<file path="src/rtl/irq_pkg.sv">
package irq_pkg;
   typedef enum logic [1:0] {
      SZ_BYTE = 2'd0,
      SZ_HALF = 2'd1,
      SZ_WORD = 2'd2
   } acc_size_e;

   localparam int OFS_ENABLE = 'h00;
   localparam int OFS_RAW    = 'h04;
   localparam int OFS_MASKED = 'h08;
   localparam int OFS_NMI    = 'h0C;
   localparam int OFS_DEBUG  = 'h10;
   localparam int WINDOW     = 'h14;
   localparam int DATA_W     = 32;
endpackage

</file>
<file path="src/rtl/irq_regfile.sv">
module irq_regfile
   import irq_pkg::*;
#(
   parameter int NUM_LINES = 30,
   parameter int ADDR_W    = 5
) (
   input  logic                 clk,
   input  logic                 rst_n,
   input  logic                 sel,
   input  logic                 wr,
   input  logic [1:0]           size,
   input  logic [ADDR_W-1:0]    addr,
   input  logic [DATA_W-1:0]    wdata,
   input  logic [NUM_LINES-1:0] lines,
   output logic [DATA_W-1:0]    rdata,
   output logic                 err,
   output logic [NUM_LINES-1:0] masked
);
   localparam int NREG = WINDOW / 4;

   generate
      if (NUM_LINES < 1 || NUM_LINES > DATA_W) begin : g_bad_lines
         $error("irq_regfile: NUM_LINES must be 1..32");
      end
      if ((1 << ADDR_W) < WINDOW) begin : g_bad_addr
         $error("irq_regfile: ADDR_W too narrow for register window");
      end
   endgenerate

   logic [DATA_W-1:0] enable_q, nmi_q, dbg_q;
   logic [DATA_W-1:0] raw_word, masked_word;
   logic              is_word, in_range;
   logic [NREG-1:0]   hit;

   assign raw_word    = DATA_W'(lines);
   assign masked_word = raw_word & enable_q;
   assign masked      = masked_word[NUM_LINES-1:0];
   assign is_word     = (acc_size_e'(size) == SZ_WORD);
   assign in_range    = (addr[1:0] == 2'b00) && (int'(addr) < WINDOW);

   genvar g;
   generate
      for (g = 0; g < NREG; g++) begin : g_hit
         assign hit[g] = in_range && (int'(addr) == g * 4);
      end
   endgenerate

   logic wr_en, wr_nmi, wr_dbg;
   assign wr_en  = sel && wr && is_word && hit[OFS_ENABLE/4];
   assign wr_nmi = sel && wr && is_word && hit[OFS_NMI/4];
   assign wr_dbg = sel && wr && is_word && hit[OFS_DEBUG/4];

   logic [DATA_W-1:0] rd_mux;
   always_comb begin
      rd_mux = '0;
      if (hit[OFS_ENABLE/4]) rd_mux = enable_q;
      if (hit[OFS_RAW/4])    rd_mux = raw_word;
      if (hit[OFS_MASKED/4]) rd_mux = masked_word;
      if (hit[OFS_NMI/4])    rd_mux = nmi_q;
      if (hit[OFS_DEBUG/4])  rd_mux = dbg_q;
   end

   always_ff @(posedge clk or negedge rst_n) begin
      if (!rst_n) begin
         enable_q <= '0;
         nmi_q    <= '0;
         dbg_q    <= '0;
         rdata    <= '0;
         err      <= 1'b0;
      end else begin
         if (wr_en)  enable_q <= wdata;
         if (wr_nmi) nmi_q    <= wdata;
         if (wr_dbg) dbg_q    <= wdata;
         rdata <= (sel && !wr && is_word) ? rd_mux : '0;
         err   <= sel && !in_range;
      end
   end


   enable_hold_chk: assert property (@(posedge clk) disable iff (!rst_n)
      !(sel && wr && is_word && addr == '0) |=> $stable(enable_q));

   err_read_zero_chk: assert property (@(posedge clk) disable iff (!rst_n)
      err |-> (rdata == '0));

   narrow_read_zero_chk: assert property (@(posedge clk) disable iff (!rst_n)
      (sel && !wr && !is_word) |=> (rdata == '0));
endmodule

</file>
<file path="src/rtl/irq_vec_enc.sv">
module irq_vec_enc #(
   parameter int NUM_LINES  = 30,
   parameter int VEC_W      = 8,
   parameter int SHARED_VEC = 'h30,
   parameter int BASE_VEC   = 'h31
) (
   input  logic [NUM_LINES-1:0] masked,
   output logic                 req_d,
   output logic [VEC_W-1:0]     vec_d
);
   localparam int IDX_W = (NUM_LINES > 1) ? $clog2(NUM_LINES) : 1;

   generate
      if (BASE_VEC + NUM_LINES - 1 >= (1 << VEC_W)) begin : g_bad_vec
         $error("irq_vec_enc: vector range exceeds VEC_W");
      end
      if (SHARED_VEC >= (1 << VEC_W)) begin : g_bad_shared
         $error("irq_vec_enc: shared vector exceeds VEC_W");
      end
   endgenerate

   logic             any, multi;
   logic [IDX_W-1:0] idx;

   assign any = |masked;

   generate
      if (NUM_LINES == 1) begin : g_single
         assign multi = 1'b0;
      end else begin : g_multi
         assign multi = |(masked & (masked - NUM_LINES'(1)));
      end
   endgenerate

   always_comb begin
      idx = '0;
      for (int i = NUM_LINES - 1; i >= 0; i--)
         if (masked[i]) idx = IDX_W'(i);
   end

   always_comb begin
      req_d = any;
      if (!any)       vec_d = '0;
      else if (multi) vec_d = VEC_W'(SHARED_VEC);
      else            vec_d = VEC_W'(BASE_VEC + int'(idx));
   end
endmodule

</file>
<file path="src/rtl/vect_irq_ctrl.sv">
module vect_irq_ctrl
   import irq_pkg::*;
#(
   parameter int NUM_LINES  = 30,
   parameter int ADDR_W     = 5,
   parameter int VEC_W      = 8,
   parameter int SHARED_VEC = 'h30,
   parameter int BASE_VEC   = 'h31
) (
   input  logic                 clk,
   input  logic                 rst_n,
   input  logic [NUM_LINES-1:0] irq_lines,
   input  logic                 bus_sel,
   input  logic                 bus_wr,
   input  logic [1:0]           bus_size,
   input  logic [ADDR_W-1:0]    bus_addr,
   input  logic [31:0]          bus_wdata,
   output logic [31:0]          bus_rdata,
   output logic                 bus_err,
   output logic                 irq_req,
   output logic [VEC_W-1:0]     irq_vec
);
   logic [NUM_LINES-1:0] masked;
   logic                 req_d;
   logic [VEC_W-1:0]     vec_d;

   irq_regfile #(.NUM_LINES(NUM_LINES), .ADDR_W(ADDR_W)) u_regs (
      .clk    (clk),
      .rst_n  (rst_n),
      .sel    (bus_sel),
      .wr     (bus_wr),
      .size   (bus_size),
      .addr   (bus_addr),
      .wdata  (bus_wdata),
      .lines  (irq_lines),
      .rdata  (bus_rdata),
      .err    (bus_err),
      .masked (masked)
   );

   irq_vec_enc #(
      .NUM_LINES (NUM_LINES),
      .VEC_W     (VEC_W),
      .SHARED_VEC(SHARED_VEC),
      .BASE_VEC  (BASE_VEC)
   ) u_enc (
      .masked (masked),
      .req_d  (req_d),
      .vec_d  (vec_d)
   );

   always_ff @(posedge clk or negedge rst_n) begin
      if (!rst_n) begin
         irq_req <= 1'b0;
         irq_vec <= '0;
      end else begin
         irq_req <= req_d;
         irq_vec <= vec_d;
      end
   end


   idle_vec_zero_chk: assert property (@(posedge clk) disable iff (!rst_n)
      !irq_req |-> (irq_vec == '0));

   shared_vec_chk: assert property (@(posedge clk) disable iff (!rst_n)
      ($countones(masked) > 1) |=> (irq_req && irq_vec == VEC_W'(SHARED_VEC)));

   single_vec_range_chk: assert property (@(posedge clk) disable iff (!rst_n)
      (irq_req && irq_vec != VEC_W'(SHARED_VEC)) |->
         (int'(irq_vec) >= BASE_VEC && int'(irq_vec) < BASE_VEC + NUM_LINES));

   single_req_chk: assert property (@(posedge clk) disable iff (!rst_n)
      $onehot(masked) |=> (irq_req && irq_vec != VEC_W'(SHARED_VEC)));
endmodule

</file>
<file path="config.mk">
export PLATFORM = sky130hd
export DESIGN_NAME = vect_irq_ctrl
export DESIGN_NICKNAME = d
export VERILOG_FILES = /design/src/rtl/irq_pkg.sv /design/src/rtl/irq_regfile.sv /design/src/rtl/irq_vec_enc.sv /design/src/rtl/vect_irq_ctrl.sv
export SDC_FILE = /design/constraint.sdc
export NUM_CORES = 1
export LEC_CHECK = 0
export ABC_AREA = 1
export BUFFER_PORTS_ARGS = -buffer_cell sky130_fd_sc_hd__buf_2
export CORE_ASPECT_RATIO = 1.75
export CORE_MARGIN = 4
export CORE_UTILIZATION = 56
export DETAILED_ROUTE_END_ITERATION = 10
export PLACE_DENSITY_LB_ADDON = 0.2
export SLEW_MARGIN = 10
export SYNTH_ARGS = -nofsm -noshare
export SYNTH_HDL_FRONTEND = slang
export SYNTH_SLANG_ARGS = --single-unit
</file>
<file path="constraint.sdc">
create_clock -name clk -period 2.7 [get_ports clk]
set_input_delay 0.135 -clock clk [delete_from_list [all_inputs] [get_ports clk]]
set_output_delay 0.135 -clock clk [all_outputs]
set_load 0.02 [all_outputs]
</file>
[After elaboration in Yosys (flattened, before gate mapping)]
Cells that the tools add are included.
Word-level totals
  bits of input ports: 73
  word-level logic and storage cells: 75
  output and inout bits: 42
  bits in registers: 138
Cells by class
  multiplexer cells: 38
  reduce and logical (&&, ||, !) cells: 20
  bitwise logic cells: 2
  add/subtract/negate cells: 2
  equal/unequal tests: 5
  magnitude comparators: 1
Operators by type and width (count)
  $mux 32: 6
  $mux 5: 30
  $reduce_or 30->1: 2
  $and 30x32->32: 1
  $and 30x30->30: 1
  $sub 30x1->30 const B: 1
  $mux 8: 2
  $eq 5x5->1 const B: 3
  $logic_and 1x1->1: 14
  $add 6x5->7 const A: 1
  $eq 5x4->1 const B: 1
  $logic_not 5->1: 1
  $lt 5x5->1 const B: 1
  $eq 2x2->1 const B: 1
  $logic_not 1->1: 2
  $logic_not 2->1: 1

[Depth between registers and ports, before layout]
Gate-level depths: netlist of the first run.
  word-level depth: 34
  depth in mapped cells: 34
  mapped depth without buffers: 34

[Modules after synthesis]
From an unflattened synthesis of the first run, not the netlist that was laid out.
Second synthesis, totals
  cells, all modules: 986
  area, all modules: 7405.9 um^2
By module, submodules not included
  irq_regfile: instances 1, seq. area each 3228.1 um^2, cells an instance 780, area each 6249.7 um^2
  irq_vec_enc: instances 1, seq. area each 0.0 um^2, cells an instance 197, area each 930.9 um^2
  vect_irq_ctrl: instances 1, seq. area each 225.2 um^2, cells an instance 9, area each 225.2 um^2

[Worst setup path before layout of the first run]
Ideal clock, no wire load.
  path type: register to register
  from: reg u_regs.enable_q[29]
  to: reg irq_vec[4]
  stages on the path, launching flop included: 35
  setup time: 113 ps
  period minus slack after synthesis: 2419 ps
  data required time: 2587 ps
  slack: 281 ps
  data arrival time: 2306 ps
  buffers on the path: 0
  path through: dfrtp_1 -> nand2_1 -> inv_2 -> nand2_1 -> nand2_1 -> nand2_1 -> nand2_1 -> nand2_1 -> nand2_1 -> nand2_1 -> nand2_1 -> nand2_1 -> nand2_1 -> nand2_1 -> nand2_1 -> nand2_1 -> nand2_1 -> nand2_1 -> nand2_1 -> nand2_1 -> nand2_1 -> nand2_1 -> nand2_1 -> nand2_1 -> nand2_1 -> nand2_1 -> nand2_1 -> nand2_1 -> a21oi_1 -> ha_1 -> nand2_1 -> a21oi_2 -> o21ai_1 -> nand2_1 -> inv_1
On the way
  longest elaborated chain between the ends: 34
  elaborated cells between the ends (all ways): 38
  those cells by class: 2 x add/sub; 32 x mux; 2 x bitwise; 2 x reduce/logical
RTL lines
  start: declaration: line irq_regfile.sv:30  | logic [DATA_W-1:0] enable_q, nmi_q, dbg_q;
  start signal: assignment: line irq_regfile.sv:71  | if (wr_en) enable_q <= wdata;
  $and 30x32->32 (*): line irq_regfile.sv:36  | assign masked_word = raw_word & enable_q;
  $mux 5 (30 in a row): line irq_vec_enc.sv:38  | if (masked[i]) idx = IDX_W'(i);
  $add 6x5->7: line irq_vec_enc.sv:45  | else vec_d = VEC_W'(BASE_VEC + int'(idx));
  $mux 8: line irq_vec_enc.sv:44  | else if (multi) vec_d = VEC_W'(SHARED_VEC);
  $mux 8 (*): line irq_vec_enc.sv:43  | if (!any) vec_d = '0;
  via u_enc.vec_d[4]: line irq_vec_enc.sv:9  | output logic [VEC_W-1:0] vec_d
  end signal: assignment: line vect_irq_ctrl.sv:58  | irq_vec <= vec_d;
  end: declaration: line vect_irq_ctrl.sv:21  | output logic [VEC_W-1:0] irq_vec
Mark *: on every way through the listed nets, which the timed path passes. The rest lies on a longest branch.
A chain may end at the register's enable or synchronous reset.

[Worst setup path after layout of the first run]
Same ends and word-level chain as after synthesis.

==> results_dict.tcl, run 1 <==
set metrics [dict create \
    status "finished, violations left" \
    violations "setup timing" \
    cp_num_buf_inv 2 \
    dieWidth_um 91.1 \
    synth_most_common_cell "sky130_fd_sc_hd__nand2_1" \
    timing.final.crit_share_pct 100 \
    multi_input_comb_area_um2 2970 \
    setup_ws_ns -0.00886 \
    areaGrowthSynthToFinish_pct 22.2 \
    cp_slowest_cell "sky130_fd_sc_hd__dfrtp_1" \
    dpl.hpwl_um 12500 \
    pre_cts_ws_ns 0.00330 \
    ios 115 \
    tritoncts_num_sinks 137 \
    largest_net_degree_at_the_start_of_global_routing 78 \
    portBuffers 113 \
    critical-path-max-stage-delay_ns 0.38 \
    reg2reg_slack_ns -0.009 \
    cts_htree_levels 4 \
    hp-class "in -> reg" \
    synth_largest_type_area_fraction_pct 50.6 \
    cp-start-kind "flop" \
    setup_viol 1 \
    timing.final.max_slew_violations 0 \
    detail_route.vias_per_cell 5.65 \
    timing.clock.skew_ns 0.00605 \
    drive_above_1_share_pct 20.4 \
    highest_clock_rate_mhz 369 \
    cts_made_buffers 17 \
    synth_largest_area_cell "sky130_fd_sc_hd__dfrtp_1" \
    gp_congestion 0.935 \
    initial_utilization_pct 57.8 \
    worst_slew_margin_rel_pct 47.7 \
    leakagePower_nw 4.52 \
    coreArea_um2 11700 \
    worstPathMaxFanout 3 \
    postSynth.topFlopCell "sky130_fd_sc_hd__dfrtp_1" \
    r2r_cells 34 \
    num_rows 52 \
    ys_seq_elements 137 \
    power.ir.vdd_worst_mv 0.493 \
    antenna_diode_count 0 \
    clkSlewWorstSetupHoldPaths_ns 0.06 \
    clockRootBuffer "sky130_fd_sc_hd__clkbuf_16" \
    synth-edff-count 0 \
    rsz0062_at_grt "yes" \
    dr_total_vias 6431 \
    post_layout_minimum_cycle_time_ns 2.71 \
    hold_path_depth 3 \
    seq_area_um2 3430 \
    part_of_the_yosys_area_used_for_sequential_elements_pct 50.6 \
    route.antenna.remaining_nets 0 \
    finalNetCount 1065 \
    die_height_um 153 \
    synth.net_count 950 \
    synth_cell_types 34 \
    final_hold_viol_count 0 \
    critical_path.reg2reg.startpoint "u_regs.enable_q[29]$_DFFE_PN0P_" \
    nFillCells 993 \
    grt_first_pass_wirelength_um 29900 \
    floorplan.die_area_um2 14000 \
    syn-cell-area_um2 6770 \
    detail_route.first_pass.iterations 5 \
    warnings_synthesis 0 \
    initialDrtViolationCount 361 \
    synthTopCellsByArea "sky130_fd_sc_hd__dfrtp_1 (51%), sky130_fd_sc_hd__nand2_1 (15%), sky130_fd_sc_hd__o21ai_0 (9.5%)" \
    reg2reg_to "irq_vec[4]$_DFF_PN0_" \
    share_of_synthesized_flip_flops_with_an_asynchronous_set_or_reset_pct 100 \
    critPathArrivalTime_ns 3.02 \
    critical-path-top-delay-family "simple AND/OR/NAND/NOR gates" \
    power_per_cell_area_nw_per_um2 650 \
    crit_path_end_kind "flop" \
    synth_common_cells "sky130_fd_sc_hd__nand2_1 (277), sky130_fd_sc_hd__dfrtp_1 (137), sky130_fd_sc_hd__o21ai_0 (128), sky130_fd_sc_hd__inv_1 (74), sky130_fd_sc_hd__nor2_1 (58)" \
    cts_tree "built" \
    grt_pass1_vias 6302 \
    start_point_of_the_worst_hold_path "bus_wdata[30]" \
    finalCoreUtilization_pct 70.7 \
    path_common_cell "sky130_fd_sc_hd__nand2_1" \
    drc 0 \
    cts.path.max_buffers 2 \
    setup.worst_path.class "reg -> reg" \
    antenna_found_initial 0 \
    clk-insertion-delay-late_ns 0.41 \
    route.final.wire_length_um 18600 \
    routedWlPerCell_um 16.3 \
    overflow 0 \
    min_delay_worst_endpoint "u_regs.nmi_q[30]$_DFFE_PN0P_" \
    syn_inst 876 \
    timing.critical_path.required_ns 3.01 \
    max_slew.worst_pin.slew_ns 0.780 \
    gr_usage_total_pct 26.8 \
    maxCapViolCount 0 \
    synth.avg_cell_area_um2 7.73 \
]
worst reg2reg max path: cells and delay by family (launching register included):
kind	cells	cell delay, ns
DFF	1	0.38
adders and majority gates	1	0.16
AOI/OAI and AO/OA	3	0.41
buffers and inverters	2	0.10
and+or+nand+nor	28	1.55
power breakdown:
part / total [mW] / switching, mW / internal, mW
combinational: 0.755 / 0.490 / 0.264
clock: 2.39 / 0.888 / 1.50
sequential: 2.23 / 0.0637 / 2.17
layout make-up:
| class | count | share of cell area, % |
|---|---|---|
| clock inverter | 10 | 1.72 |
| multi-input combinational | 617 | 35.9 |
| tap | 135 | 2.04 |
| inverter | 79 | 3.58 |
| sequential | 137 | 41.4 |
| timing repair buffer | 139 | 9.81 |
| clock buffer | 21 | 5.56 |
cells in the final DEF, fill, tap and decap left out, types with 3 or more instances in the layout:
cell,n
sky130_fd_sc_hd__dfrtp_1,137
sky130_fd_sc_hd__nand2_1,267
sky130_fd_sc_hd__nor4_1,7
sky130_fd_sc_hd__nand3_1,36
sky130_fd_sc_hd__nand2_2,17
sky130_fd_sc_hd__o21ai_0,127
sky130_fd_sc_hd__nor2_1,54
sky130_fd_sc_hd__bufinv_16,3
sky130_fd_sc_hd__nand4_1,5
sky130_fd_sc_hd__nor3_1,4
sky130_fd_sc_hd__nand2_4,4
sky130_fd_sc_hd__nor2_2,4
sky130_fd_sc_hd__inv_1,74
sky130_fd_sc_hd__dlygate4sd3_1,3
sky130_fd_sc_hd__nor2_4,3
sky130_fd_sc_hd__a31oi_1,6
sky130_fd_sc_hd__a211oi_1,30
sky130_fd_sc_hd__buf_4,20
sky130_fd_sc_hd__inv_2,4
sky130_fd_sc_hd__buf_2,112
sky130_fd_sc_hd__clkbuf_16,17
sky130_fd_sc_hd__a21oi_1,33
sky130_fd_sc_hd__buf_12,3
cell families (layout without fill, tap and decap cells):
| group | after synthesis | count (layout) | share of synthesized area [%] |
|---|---|---|---|
| adders and majority gates | 2 | 2 | 0.351 |
| buffers and inverters | 122 | 249 | 6.82 |
| DFF | 137 | 137 | 50.6 |
| other | 1 | 1 | 0.0554 |
| AOI/OAI and AO/OA | 208 | 208 | 17.0 |
| and+or+nand+nor | 405 | 405 | 25.0 |
| xor gates and xnor gates | 1 | 1 | 0.129 |
flip-flops by register name, indices dropped and copies added, names as in the netlist:
name and cells:
irq_req 1, irq_vec 7, u_regs.dbg_q 32, u_regs.enable_q 32
u_regs.err 1, u_regs.nmi_q 32, u_regs.rdata 32
timing repair:
action,in CTS,in global routing
cloned,0,0
buffers inserted,1,4
pin swaps,0,11
resized for setup,2,15
endpoints found under the hold margin,103,0
hold buffers,3,0
endpoints found under the setup margin,1,7
worst max-delay path by stage:
stage	from	end	slack (ns)	depth (start not counted)
after floorplan	u_regs.enable_q[29]$_DFFE_PN0P_	irq_vec[4]$_DFF_PN0_	0.28	34
after global placement	u_regs.enable_q[28]$_DFFE_PN0P_	irq_vec[4]$_DFF_PN0_	0.05	33
after detailed placement	u_regs.enable_q[28]$_DFFE_PN0P_	irq_vec[4]$_DFF_PN0_	0.003	33
after CTS	u_regs.enable_q[28]$_DFFE_PN0P_	irq_vec[4]$_DFF_PN0_	0.002	33
after global routing	u_regs.enable_q[29]$_DFFE_PN0P_	irq_vec[4]$_DFF_PN0_	-0.30	34
final	u_regs.enable_q[29]$_DFFE_PN0P_	irq_vec[4]$_DFF_PN0_	-0.009	34
routing by layer:
metal / GRT usage, % / share of wire (%) / vias to the layer above
met5: 0 / 0 / -
met4: 12.7 / 3.7 / 0
met3: 4.87 / 5.3 / 61
met2: 49.0 / 54 / 230
met1: 29.6 / 37 / 3045
li1: - / - / 3095
through the flow:
stage	setup TNS, ns	cell area, um^2	hold slack, ns	power (mW)	cells
final	-0.00886	8280	0.0101	5.38	1138
after floorplan	0	6770	-0.161	2.68	876
after global placement	0	7540	0.0108	2.94	1099
after CTS	0	8190	0.00305	5.32	1134
after global routing	-0.611	8280	0.0127	5.60	1138
after detailed placement	0	7540	0.0153	2.95	1099
(Power assumes the default switching activity.)
==> run 2: changes to the inputs <==
--- a/config.mk
+++ b/config.mk
@@ -11,8 +11,10 @@
 export CORE_MARGIN = 4
 export CORE_UTILIZATION = 56
 export DETAILED_ROUTE_END_ITERATION = 10
+export GPL_TIMING_DRIVEN = 0
 export PLACE_DENSITY_LB_ADDON = 0.2
 export SLEW_MARGIN = 10
 export SYNTH_ARGS = -nofsm -noshare
 export SYNTH_HDL_FRONTEND = slang
 export SYNTH_SLANG_ARGS = --single-unit
+export TNS_END_PERCENT = 5
==> run 2 against run 1 <==
  * The flow now finishes without violations
  * Cell area grew 0.70%
  * Die area is the same
  * Clock power grew 2%
  * Largest power group unchanged
  * Sequential share of layout area shrank 0.29 points
  * Count of clock-buffer cells in the layout shrank 3
  * Clock skew grew 0.0029 ns
  * Routed wire length grew 7.4%
  * First-iteration DRC count grew 19%
  * Power grew 0.49%
  * Flip-flop and latch count is the same
  * Core utilization grew 0.49 points
==> results_dict.tcl, run 2 (synthesized netlist as in run 1, its figures left out) <==
set metrics [dict create \
    critPathArrivalTime_ns 3.00 \
    pre_cts_ws_ns -0.166 \
    route.antenna.remaining_nets 0 \
    gr_usage_total_pct 29.1 \
    setup.worst_path.class "reg -> reg" \
    power_per_cell_area_nw_per_um2 649 \
    grt_pass1_vias 6684 \
    final_cell_count_no_fill 1172 \
    tritoncts_num_sinks 137 \
    clkSlewWorstSetupHoldPaths_ns 0.06 \
    multi_input_comb_area_um2 2920 \
    path_common_cell "sky130_fd_sc_hd__nand2_1" \
    routedWlPerCell_um 17.0 \
    leakagePower_nw 4.51 \
    die_height_um 153 \
    setup_viol 0 \
    finalSetupTns_ns 0 \
    critical-path-max-stage-delay_ns 0.40 \
    cp_slowest_cell "sky130_fd_sc_hd__dfrtp_1" \
    status "complete, no violations" \
    detail_route.first_pass.iterations 5 \
    rsz0062_at_grt "yes" \
    timing.final.max_slew_violations 0 \
    post_layout_minimum_cycle_time_ns 2.69 \
    ios 115 \
    finalCoreUtilization_pct 71.2 \
    dp_cells 1125 \
    power.ir.vdd_worst_mv 0.469 \
    cts_tree "built" \
    timing.final.crit_share_pct 99.6 \
    coreArea_um2 11700 \
    max_slew.worst_pin.slew_ns 0.727 \
    mostFrequentLayoutCells "sky130_fd_sc_hd__nand2_1 (273), sky130_fd_sc_hd__dfrtp_1 (137), sky130_fd_sc_hd__o21ai_0 (128)" \
    dpl.hpwl_um 14300 \
    layout.cells.most_common "sky130_fd_sc_hd__nand2_1" \
    final_hold_viol_count 0 \
    clockRootBuffer "sky130_fd_sc_hd__clkbuf_16" \
    num_rows 52 \
    drc 0 \
    design_area_um2 8330 \
    setup_ws_ns 0.0103 \
    cts_made_buffers 17 \
    areaGrowthSynthToFinish_pct 23.1 \
    detail_route.vias_per_cell 5.71 \
    route.final.wire_length_um 19900 \
    floorplan.die_area_um2 14000 \
    dpl_cell_area_um2 7540 \
    worstPathMaxFanout 2 \
    timing.critical_path.required_ns 3.01 \
    finalNetCount 1098 \
    initial_utilization_pct 57.8 \
    initialDrtViolationCount 430 \
    clk-insertion-delay-late_ns 0.42 \
    timing.clock.skew_ns 0.00900 \
    gp_congestion 0.963 \
    largest_net_degree_at_the_start_of_global_routing 82 \
    portBuffers 113 \
    grt_first_pass_wirelength_um 32200 \
    worst_slew_margin_rel_pct 51.5 \
    overflow 0 \
    dr_total_vias 6690 \
    crit_path_end_kind "flop" \
    antenna_diode_count 0 \
    cts_htree_levels 4 \
    nFillCells 997 \
    totalPowerFinal_mw 5.41 \
    hp-class "in -> reg" \
    highest_clock_rate_mhz 372 \
    dieWidth_um 91.1 \
    cp-start-kind "flop" \
    holdWs_ns 0.00765 \
    drive_above_1_share_pct 17.7 \
    antenna_found_initial 0 \
    cts.path.max_buffers 2 \
    maxCapViolCount 0 \
    seq_area_um2 3430 \
]
run 2: cell types whose count changed in the layout (fill, tap and decap cells not counted), sizes merged:
cell	before	now
clkbuf	21	58
clkinvlp	1	2
buf	136	125
inv	80	83
dlygate4sd3	3	7
run 2: critical path, delay by kind of cell, from the launching register on:
family          cells  cell delay, ns
compound gates      3            0.43
simple gates       28            1.56
fa+ha+maj           1            0.15
flops               1            0.40
buf+inv             1            0.03
run 2: path summary, 6_finish.rpt:
kind	start	end	slack (ns)	cells past startpoint
max in group asynchronous	rst_n	u_regs.enable_q[17]$_DFFE_PN0P_	1.68	3
worst max register to register	u_regs.enable_q[28]$_DFFE_PN0P_	irq_vec[4]$_DFF_PN0_	0.01	33
worst min-delay path	bus_wdata[23]	u_regs.dbg_q[23]$_DFFE_PN0P_	0.008	3
min in group asynchronous	rst_n	u_regs.rdata[0]$_DFF_PN0_	0.25	2
worst min register to register	u_regs.dbg_q[27]$_DFFE_PN0P_	u_regs.dbg_q[27]$_DFFE_PN0P_	0.49	2
worst max-delay path	u_regs.enable_q[28]$_DFFE_PN0P_	irq_vec[4]$_DFF_PN0_	0.01	33
run 2: layout make-up:
class	count	area share (%)
Sequential cell	137	41.1
Multi-Input combinational cell	617	35.0
Timing Repair Buffer	129	8.75
Clock buffer	18	5.27
Inverter	79	3.56
Clock inverter	14	2.24
Tap cell	135	2.03
Buffer	43	1.98
run 2: where the power goes:
part	switching, mW	internal (mW)
clock network	0.941	1.50
logic	0.486	0.255
registers	0.0545	2.17
run 2: metal layers:
metal	up-vias	part of all wire [%]	GRT usage [%]
met4	0	4.4	15.3
met1	3164	36	32.6
li1	3163	-	-
met3	64	6.5	5.36
met2	299	53	51.8
met5	-	0	0
run 2: what timing repair did:
item                                    CTS  global route
hold buffers                              7             0
gates resized for setup                   7             2
pin swaps                                 4             4
hold endpoints to repair                 63             0
buffers inserted                          6             2
endpoints found under the setup margin    1             6
